<file path="src/rtl/gpio_bank_pkg.sv">
package gpio_bank_pkg;
  // Register group codes carried in address bits [6:4]
  typedef enum logic [2:0] {
    GRP_MODE = 3'd0,
    GRP_DREN = 3'd1,
    GRP_DVAL = 3'd2,
    GRP_LVL  = 3'd3
  } grp_e;

  localparam int unsigned PORT_LSB  = 2;   // 4-byte port spacing
  localparam int unsigned GRP_LSB   = 4;   // 0x10 group spacing
  localparam int unsigned WIN_LSB   = 7;   // bits [10:7] must be zero
  localparam int unsigned ALIAS_BIT = 11;  // +0x800 masked alias
endpackage

</file>
<file path="src/rtl/gpio_mask_reg.sv">
module gpio_mask_reg #(
  parameter int WIDTH = 8
) (
  input  logic             clk,
  input  logic             rst,
  input  logic             wr_en,
  input  logic [WIDTH-1:0] sel,
  input  logic [WIDTH-1:0] wval,
  output logic [WIDTH-1:0] q
);

  always_ff @(posedge clk) begin
    if (rst)        q <= '0;
    else if (wr_en) q <= (q & ~sel) | (wval & sel);
  end

  // Unselected bits survive an accepted write
  p_unsel_keep_r3: assert property (@(posedge clk) disable iff (rst)
    $past(wr_en) |-> (((q ^ $past(q)) & ~$past(sel)) == '0));

  // Selected bits follow the written value
  p_sel_take_r3: assert property (@(posedge clk) disable iff (rst)
    $past(wr_en) |-> (((q ^ $past(wval)) & $past(sel)) == '0));

  // Without a write the register holds
  p_idle_hold_r4: assert property (@(posedge clk) disable iff (rst)
    !$past(wr_en) |-> (q == $past(q)));

endmodule

</file>
<file path="src/rtl/gpio_in_sync.sv">
module gpio_in_sync #(
  parameter int WIDTH = 32
) (
  input  logic             clk,
  input  logic             rst,
  input  logic [WIDTH-1:0] d,
  output logic [WIDTH-1:0] q
);

  logic [WIDTH-1:0] stage1;

  always_ff @(posedge clk) begin
    if (rst) begin
      stage1 <= '0;
      q      <= '0;
    end else begin
      stage1 <= d;
      q      <= stage1;
    end
  end

  // Edges since reset, saturating at 2, so the check never looks into reset
  logic [1:0] age;
  always_ff @(posedge clk) begin
    if (rst)              age <= '0;
    else if (age != 2'd2) age <= 2'(age + 2'd1);
  end

  p_two_stage_r7: assert property (@(posedge clk) disable iff (rst)
    (age == 2'd2) |-> (q == $past(d, 2)));

endmodule

</file>
<file path="src/rtl/gpio_bank_regs.sv">
module gpio_bank_regs
  import gpio_bank_pkg::*;
#(
  parameter int PORTS  = 4,   // power of two, at most 4
  parameter int PINS   = 8,
  parameter int ADDR_W = 12,
  parameter int DATA_W = 32
) (
  input  logic                  clk,
  input  logic                  rst,
  input  logic                  bus_cs,
  input  logic                  bus_we,
  input  logic [ADDR_W-1:0]     bus_addr,
  input  logic [DATA_W-1:0]     bus_wdata,
  output logic [DATA_W-1:0]     bus_rdata,
  output logic [PORTS*PINS-1:0] pin_mode,
  output logic [PORTS*PINS-1:0] pad_oe,
  output logic [PORTS*PINS-1:0] pad_out,
  input  logic [PORTS*PINS-1:0] pad_in
);

  localparam int NPIN   = PORTS * PINS;
  localparam int PORT_W = (PORTS > 1) ? $clog2(PORTS) : 1;

  // Address decode
  logic              win_ok;
  logic              is_alias;
  logic [2:0]        grp;
  logic [PORT_W-1:0] port_idx;
  logic [PINS-1:0]   wsel;
  logic [PINS-1:0]   wval;
  logic              do_wr;

  assign win_ok   = (bus_addr[ALIAS_BIT-1:WIN_LSB] == '0);
  assign is_alias = bus_addr[ALIAS_BIT];
  assign grp      = bus_addr[WIN_LSB-1:GRP_LSB];
  assign port_idx = bus_addr[PORT_LSB +: PORT_W];
  assign wsel     = is_alias ? bus_wdata[PINS +: PINS] : '1;
  assign wval     = bus_wdata[PINS-1:0];
  assign do_wr    = bus_cs && bus_we && win_ok;

  logic unused_bits;
  assign unused_bits = ^{bus_addr[PORT_LSB-1:0], bus_wdata[DATA_W-1:2*PINS]};

  // Per-port writable registers
  logic [PORTS-1:0][PINS-1:0] mode_q;
  logic [PORTS-1:0][PINS-1:0] dren_q;
  logic [PORTS-1:0][PINS-1:0] dval_q;

  for (genvar p = 0; p < PORTS; p++) begin : g_port
    logic port_hit;
    assign port_hit = do_wr && (port_idx == PORT_W'(p));

    gpio_mask_reg #(.WIDTH(PINS)) u_mode (
      .clk(clk), .rst(rst),
      .wr_en(port_hit && (grp == GRP_MODE)),
      .sel(wsel), .wval(wval), .q(mode_q[p])
    );
    gpio_mask_reg #(.WIDTH(PINS)) u_dren (
      .clk(clk), .rst(rst),
      .wr_en(port_hit && (grp == GRP_DREN)),
      .sel(wsel), .wval(wval), .q(dren_q[p])
    );
    gpio_mask_reg #(.WIDTH(PINS)) u_dval (
      .clk(clk), .rst(rst),
      .wr_en(port_hit && (grp == GRP_DVAL)),
      .sel(wsel), .wval(wval), .q(dval_q[p])
    );
  end

  // Pad input synchronizer
  logic [NPIN-1:0]            lvl_flat;
  logic [PORTS-1:0][PINS-1:0] lvl_q;

  gpio_in_sync #(.WIDTH(NPIN)) u_sync (
    .clk(clk), .rst(rst), .d(pad_in), .q(lvl_flat)
  );
  assign lvl_q = lvl_flat;

  // Pad-facing outputs come straight from registers
  assign pin_mode = mode_q;
  assign pad_oe   = dren_q;
  assign pad_out  = dval_q;

  // Read path: one registered stage
  logic [PINS-1:0] rd_val;
  always_comb begin
    rd_val = '0;
    if (win_ok) begin
      case (grp)
        GRP_MODE: rd_val = mode_q[port_idx];
        GRP_DREN: rd_val = dren_q[port_idx];
        GRP_DVAL: rd_val = dval_q[port_idx];
        GRP_LVL:  rd_val = lvl_q[port_idx];
        default:  rd_val = '0;
      endcase
    end
  end

  always_ff @(posedge clk) begin
    if (rst)                    bus_rdata <= '0;
    else if (bus_cs && !bus_we) bus_rdata <= DATA_W'(rd_val);
  end

  // Unmapped reads return zero
  p_unmapped_zero_r10: assert property (@(posedge clk) disable iff (rst)
    $past(bus_cs && !bus_we && !win_ok) |-> (bus_rdata == '0));

  // Read data stays put outside read cycles
  p_rdata_hold_r11: assert property (@(posedge clk) disable iff (rst)
    !$past(bus_cs && !bus_we) |-> (bus_rdata == $past(bus_rdata)));

  // Upper read bits are always zero
  p_rdata_upper_zero_r2: assert property (@(posedge clk) disable iff (rst)
    (bus_rdata[DATA_W-1:PINS] == '0));

endmodule

</file>
<file path="config.mk">
export PLATFORM = sky130hd
export DESIGN_NAME = gpio_bank_regs
export DESIGN_NICKNAME = d
export VERILOG_FILES = /design/src/rtl/gpio_bank_pkg.sv /design/src/rtl/gpio_mask_reg.sv /design/src/rtl/gpio_in_sync.sv /design/src/rtl/gpio_bank_regs.sv
export SDC_FILE = /design/constraint.sdc
export NUM_CORES = 1
export LEC_CHECK = 0
export BUFFER_PORTS_ARGS = -buffer_cell sky130_fd_sc_hd__buf_2
export CAP_MARGIN = 0
export CORE_UTILIZATION = 25
export DETAILED_ROUTE_END_ITERATION = 10
export SLEW_MARGIN = 20
export SYNTH_ARGS = -nofsm -noshare
export SYNTH_HDL_FRONTEND = slang
export SYNTH_SLANG_ARGS = --single-unit
</file>
<file path="constraint.sdc">
create_clock -name clk -period 5.13 [get_ports clk]
set_input_delay 0.2565 -clock clk [delete_from_list [all_inputs] [get_ports clk]]
set_output_delay 0.2565 -clock clk [all_outputs]
set_load 0.005 [all_outputs]
</file>
# [Word-level counts from Yosys, hierarchy flattened]
# Cells that the tools add are included.
[op_classes] reduce_logical=23 order_cmp=1 eq_ne=6 muxes=11 bitwise=26
[ops] cell="bitwise AND 8 bit" n=13
[ops] cell="bitwise OR 8 bit" n=12
[ops] cell="binary-select mux 8 bit (select 2 bit)" n=4
[ops] cell="two-way mux 8 bit" n=6
[ops] cell="one-hot mux 8 bit (4 select lines)" n=1
[ops] cell="logical AND 1 bit" n=19
[ops] cell="NOT 8 bit" n=1
[ops] cell="== test 3 x 2 -> 1 bit, second input constant" n=2
[ops] cell="== test 2 bit, second input constant" n=2
[ops] cell="zero test 4 bit" n=1
[ops] cell="== test 3 x 1 -> 1 bit, second input constant" n=1
[ops] cell="zero test 3 bit" n=1
[ops] cell="less-than comparator 2 x 3 -> 1 bit, second input constant" n=1
[ops] cell="== test 2 x 1 -> 1 bit, second input constant" n=1
[ops] cell="zero test 2 bit" n=1
[ops] cell="zero test 1 bit" n=1
[word_totals] out_inout_bits=128 reg_bits=168 elab_cells=82

# [Longest topological paths before layout]
# Gate-level depths: netlist (run 1).
[depth] ltp_word=4 depth_mapped=7 mapped_depth_nobuf=4

# [Modules after synthesis]
# A second synthesis (run 1) with hierarchy kept.
[unflattened] cells_unflattened=722 area_unflattened_um2=7782.5
[by_module_without_submodules] module="gpio_mask_reg" seq_area_each_um2=160.2 n_inst=12 area_per_inst_um2=346.6 cells_each=35
[by_module_without_submodules] module="gpio_in_sync" seq_area_each_um2=1281.2 n_inst=1 area_per_inst_um2=1918.1 cells_each=135
[by_module_without_submodules] module="gpio_bank_regs" seq_area_each_um2=160.2 n_inst=1 area_per_inst_um2=1705.4 cells_each=167

# [Worst setup path after synthesis (run 1)]
# OpenSTA, ideal clock, no wires.
[synth_timing] path_kind="input to register" from="input port bus_addr[6]" to="register with a tool-made name" path_slack_ps=3236 arrival_ps=1762 required_ps=4998 n_path_buf=2 path_stages=6 cell_sequence="buf_2 > or3b_2 > buf_2 > or4_4 > o21ai_0 > a21oi_1"
[synth_rtl] item="start: declaration" line="gpio_bank_regs.sv:13" rtl="input logic [ADDR_W-1:0] bus_addr,"

==> results_dict.tcl, run 1 <==
set metrics [dict create \
    std_cell_rows 63 \
    clock_tree.buffer_depth 2 \
    detailed_route_drc_error_count 0 \
    drt_pre_antenna_iters 5 \
    synthFlopType "sky130_fd_sc_hd__dfxtp_1" \
    outcome "completed" \
    cap_viol_max_count 0 \
    cts_buffers 17 \
    insertedDiodeCount 0 \
    grt_usage_pct 16.4 \
    syn_avg_cell_area_um2 9.72 \
    place_hpwl_um 18400 \
    power.leakage_uw 0.00367 \
    crit_arrival_ns 2.99 \
    drt_first_iter_violations 747 \
    worst_path_largest_cell_delay_ns 1.04 \
    timing.slew.headroom_pct 23.5 \
    grt_max_degree 71 \
    global_route.overflow_total 0 \
    hold_viol 0 \
    drt-wirelength-per-cell_um 19.8 \
    timing_worst_slew_pin_value_ns 1.14 \
    cts_num_sinks 168 \
    slowest_stage "sky130_fd_sc_hd__nand3_1" \
    hold_path_class "input pin to register" \
    worst_clock_skew_ns 0.00744 \
    placed_cells 1260 \
    synth_top_area_share_pct 44.9 \
    avgViaCountPerCell 4.98 \
    synth.most_common_cell "sky130_fd_sc_hd__dfxtp_1" \
    setup.worst_path.class "input pin to register" \
    slew_viol_final 0 \
    initial_core_util_pct 25.3 \
    routed_wl_um 25600 \
    grt_setup_unrepaired "no" \
    period_needed_ns 2.68 \
    setup_slack_ns 2.45 \
    cts_tree "yes" \
    synthesis.instances 771 \
    timing.critical_path.max_delay_family "simple AND/OR/NAND/NOR gates" \
    ys_async_sr_fraction_pct 0 \
    worstPathBufferInverterCount 1 \
    die_width_um 175 \
    sequential_standard_cell_area_mm2 0.00336 \
    drive_gt1_share_pct 27.3 \
    synth.top_cells.by_count "168 x sky130_fd_sc_hd__dfxtp_1, 74 x sky130_fd_sc_hd__nor2b_1, 68 x sky130_fd_sc_hd__a21oi_1" \
    proportion_of_synthesized_chip_area_in_sequential_cells_pct 44.9 \
    fillerInstances 3129 \
    layoutNonFillerInstCount 1292 \
    synth.lib_cells_used.distinct 46 \
    final-setup-viol-count 0 \
    setup.worst_path.start_class "input pin" \
    cts_hold_buffers 0 \
    clock_tree.htree_level_count 4 \
    io_buffers 165 \
    totalNegativeSetupSlack_ns 0 \
    critical_path.cell_chain "buf_2 > nor4_1 > nand3_1 > o31ai_1 > a21oi_1" \
    clk_pin_slew_worst_paths_ns 0.07 \
    globalplace.congestion 0.864 \
    multi_input_area_mm2 0.00374 \
    clock.fmax_mhz 373 \
    number_of_synthesized_register_bits 168 \
    p_per_area_mw_per_mm2 315 \
    post_placement_setup_slack_ns 2.13 \
    fp.coreArea_mm2 0.0296 \
    die-area_mm2 0.0307 \
    largest_cells_by_area_after_synthesis "sky130_fd_sc_hd__dfxtp_1 45%, sky130_fd_sc_hd__mux4_2 6.3%, sky130_fd_sc_hd__mux2i_1 6.3%" \
    yosysTopAreaCell "sky130_fd_sc_hd__dfxtp_1" \
    worst_skew_pair.late_latency_ns 0.44 \
    yosys_warnings 0 \
    antenna_found_initial 1 \
    post_cts.repair.setup_buffers 0 \
    synth_area_mm2 0.00749 \
    detailroute.via_count 6435 \
    crit_fanout 17 \
    fraction_of_the_cycle_the_final_worst_path_needs_pct 52.3 \
    clock_tree.root_cell "sky130_fd_sc_hd__clkbuf_16" \
    die_height_um 175 \
    setup.worst_path.end_class "register" \
    grt_pass1_wl_um 37100 \
    grt_pass1_vias 5741 \
    synth_enable_flop_cells 0 \
    top_level_ports 208 \
    route.antenna.remaining_nets 0 \
    synthToLayoutAreaGrowth_pct 21.3 \
    cp.required_ns 5.44 \
    peak_ir_drop_on_the_vdd_network_v 0.000213 \
    finish.net_count 969 \
    cts-resized-gates 0 \
]
per-stage QoR:
stage | cell area, um^2 | total power [uW] | hold slack (ns) | utilization (%)
2_1_floorplan | 7580 | 1500 | 0.385 | -
3_3_place_gp | 8470 | 1540 | 0.420 | 28.7
3_5_place_dp | 8470 | 1550 | 0.420 | 28.7
4_1_cts | 9090 | 2880 | 0.0109 | 30.7
5_1_grt | 9090 | 2950 | 0.0208 | 30.8
6_report | 9090 | 2860 | 0.0181 | 30.8
power breakdown:
group	switching (uW)	internal (uW)
Sequential	5.23	1330
Clock	638	709
Combinational	127	60.1
final timing paths:
kind	from	to	slack, ns	depth (start not counted)
setup reg to reg	register	bus_rdata[5]	3.56	3
setup / recovery	bus_addr[8]	register	2.45	5
hold / removal	pad_in[8]	u_sync.stage1[8]	0.02	2
hold reg to reg	u_sync.stage1[20]	u_sync.q[20]	0.43	1
cell type report:
class	count	area share [%]
multi-input cells	529	41.1
well taps	390	5.37
clock inverters	15	2.12
flip-flops and latches	168	37.0
clock buffers	17	4.68
repair buffers	172	9.69
inverters	1	0.0413
routing by layer:
metal / global-route usage [%] / up-vias / part of all wire [%]
met1: 19.5 / 3082 / 39
met4: 4.64 / 2 / 1.5
li1: - / 2995 / -
met2: 27.9 / 327 / 49
met5: 0 / - / 0.031
met3: 5.33 / 29 / 10
kinds of logic (layout without fill, tap and decap cells):
kind of cell           Yosys count  in the layout  synth area share (%)
AND/OR/NAND/NOR                265            265                  22.2
AO/OA/AOI/OAI                  168            168                  13.1
flip-flops                     168            168                  44.9
buffers and inverters           97            205                  6.55
multiplexers                    72             72                  13.2
other                            1             24                0.0501
cell usage in the layout (no fill, tap or decap), types with 5 or more instances in the layout:
| master | n |
|---|---|
| sky130_fd_sc_hd__dfxtp_1 | 168 |
| sky130_fd_sc_hd__buf_2 | 164 |
| sky130_fd_sc_hd__nor2b_1 | 74 |
| sky130_fd_sc_hd__a21oi_1 | 68 |
| sky130_fd_sc_hd__nand2b_1 | 48 |
| sky130_fd_sc_hd__o21ai_0 | 48 |
| sky130_fd_sc_hd__nand4_1 | 48 |
| sky130_fd_sc_hd__mux2i_1 | 47 |
| sky130_fd_sc_hd__nand3_1 | 39 |
| sky130_fd_sc_hd__nand2_1 | 26 |
| sky130_fd_sc_hd__conb_1 | 24 |
| sky130_fd_sc_hd__o31ai_1 | 23 |
| sky130_fd_sc_hd__mux4_2 | 21 |
| sky130_fd_sc_hd__clkbuf_16 | 17 |
| sky130_fd_sc_hd__buf_4 | 8 |
| sky130_fd_sc_hd__o22ai_1 | 7 |
| sky130_fd_sc_hd__a221oi_1 | 7 |
| sky130_fd_sc_hd__a32oi_1 | 7 |
| sky130_fd_sc_hd__inv_8 | 7 |
| sky130_fd_sc_hd__nor4_4 | 5 |
worst register-to-register path: cells and delay by family (launching register included):
family	cells	cell delay, ns
mux	1	0.49
flops	1	0.34
compound gates	2	0.61
Note: power is estimated with default switching activity, not from simulation.
==> run 2, diff against run 1 <==
clock period = 2.58 ns   (was 5.13 ns; I/O delays follow)
==> run 2 against run 1 <==
Die area stayed put. Final area is 5.5% higher. Largest power group unchanged. Sequential power is 99% higher. Largest cell class unchanged. Sequential share of layout area is 1.9 points lower. Register-to-register slack worse by 2.5 ns. Global-route usage is 0.32 points higher.
==> results_dict.tcl, run 2 (synthesis gave the netlist of run 1 again) <==
set metrics [dict create \
    outcome "completed" \
    clock_tree.root_cell "sky130_fd_sc_hd__clkbuf_16" \
    cp.required_ns 2.88 \
    crit_arrival_ns 2.21 \
    setup.worst_path.start_class "input pin" \
    grt_pass1_vias 6134 \
    fp.coreArea_mm2 0.0296 \
    globalplace.congestion 0.871 \
    cts_tree "yes" \
    period_needed_ns 1.91 \
    post_cts.repair.setup_buffers 0 \
    route.antenna.remaining_nets 0 \
    hold_path_class "input pin to register" \
    clock_tree.buffer_depth 2 \
    detailroute.via_count 6650 \
    worst_path_largest_cell_delay_ns 0.78 \
    worst_skew_pair.late_latency_ns 0.44 \
    clock_tree.htree_level_count 4 \
    die-area_mm2 0.0307 \
    grt_usage_pct 16.7 \
    cts_buffers 17 \
    slew_viol_final 0 \
    place_hpwl_um 18500 \
    clk_pin_slew_worst_paths_ns 0.08 \
    antenna_found_initial 2 \
    drt_pre_antenna_iters 5 \
    slowest_stage "sky130_fd_sc_hd__or3_1" \
    finish.utilization_pct 32.4 \
    drt-wirelength-per-cell_um 19.1 \
    drive_gt1_share_pct 27.6 \
    setup.worst_path.end_class "register" \
    fillerInstances 3060 \
    power.leakage_uw 0.00390 \
    worst_clock_skew_ns 0.0100 \
    setup.worst_path.class "input pin to register" \
    die_width_um 175 \
    clock.fmax_mhz 524 \
    crit_fanout 17 \
    detailed_route_drc_error_count 0 \
    initial_core_util_pct 25.3 \
    finish.net_count 1019 \
    grt_setup_unrepaired "no" \
    cts_num_sinks 168 \
    avgViaCountPerCell 4.95 \
    hold_viol 0 \
    p_per_area_mw_per_mm2 600 \
    mostFrequentLayoutCells "168 x sky130_fd_sc_hd__dfxtp_1, 164 x sky130_fd_sc_hd__buf_2, 74 x sky130_fd_sc_hd__nor2b_1" \
    routed_wl_um 25700 \
    timing_worst_slew_pin_value_ns 0.845 \
    grt_max_degree 122 \
    peak_ir_drop_on_the_vdd_network_v 0.000423 \
    std_cell_rows 63 \
    io_buffers 165 \
    most_common_cell_after_layout_fill_and_taps_aside "sky130_fd_sc_hd__dfxtp_1" \
    critical_path.cell_chain "buf_2 > or4_4 > or3_1 > o31ai_1 > a21oi_1" \
    fraction_of_the_cycle_the_final_worst_path_needs_pct 73.9 \
    top_level_ports 208 \
    grt_pass1_wl_um 38200 \
    totalNegativeSetupSlack_ns 0 \
    die_height_um 175 \
    timing.slew.headroom_pct 43.6 \
    cap_viol_max_count 0 \
    synthToLayoutAreaGrowth_pct 28.0 \
    global_route.overflow_total 0 \
    final-setup-viol-count 0 \
    drt_first_iter_violations 552 \
]
==> run 2: path summary, 6_finish.rpt <==
path,depth (start not counted),start,end,slack (ns)
worst min-delay path,3,bus_wdata[5],register,0.05
worst max register to register,3,register,bus_rdata[5],1.02
worst min register to register,1,u_sync.stage1[11],u_sync.q[11],0.44
worst max-delay path,5,bus_addr[8],register,0.67
==> run 2: where the power goes <==
part           switching, uW  internal, uW  leakage [uW]
Clock                   1270          1410      0.000301
Sequential              10.7          2640       0.00137
Combinational            261           166       0.00224
==> run 2: what timing repair did <==
action                    CTS  global route
hold endpoints to repair   32             0
gates resized for setup     0             0
hold buffers               32             0
==> run 2: area by class of cell <==
class / instances / area [um^2] / share of cell area [%]
inverters: 1 / 3.75 / 0.0391
clock buffers: 17 / 425 / 4.44
well taps: 390 / 488 / 5.09
flip-flops and latches: 168 / 3360 / 35.1
clock inverters: 15 / 199 / 2.07
repair buffers: 222 / 1370 / 14.3
diodes: 1 / 2.50 / 0.0261
multi-input cells: 529 / 3730 / 38.9
==> run 2: per-stage QoR <==
| stage | cell area, um^2 | instances | hold WS (ns) | setup slack, ns | total power [uW] |
|---|---|---|---|---|---|
| CTS | 9590 | 1342 | 0.0317 | 0.693 | 5780 |
| floorplan | 7580 | 794 | 0.257 | 0.813 | 2980 |
| detailed placement | 8640 | 1278 | 0.341 | 0.247 | 3100 |
| global route | 9590 | 1343 | 0.0523 | 0.604 | 5940 |
| finish | 9590 | 1343 | 0.0530 | 0.673 | 5760 |
| global placement | 8640 | 1278 | 0.337 | 0.292 | 3090 |
==> run 2: metal layers <==
layer  global-route usage [%]  routed length, um
met3                     5.50               2500
met1                     20.2              10000
met4                     5.33                587
met2                     27.8              12500
met5                        0                 14
==> run 2: critical path, delay by kind of cell <==
kind | cells | cell delay (ns)
AND/OR/NAND/NOR | 2 | 1.47
AO/OA/AOI/OAI | 2 | 0.49
buffers and inverters | 1 | 0.11
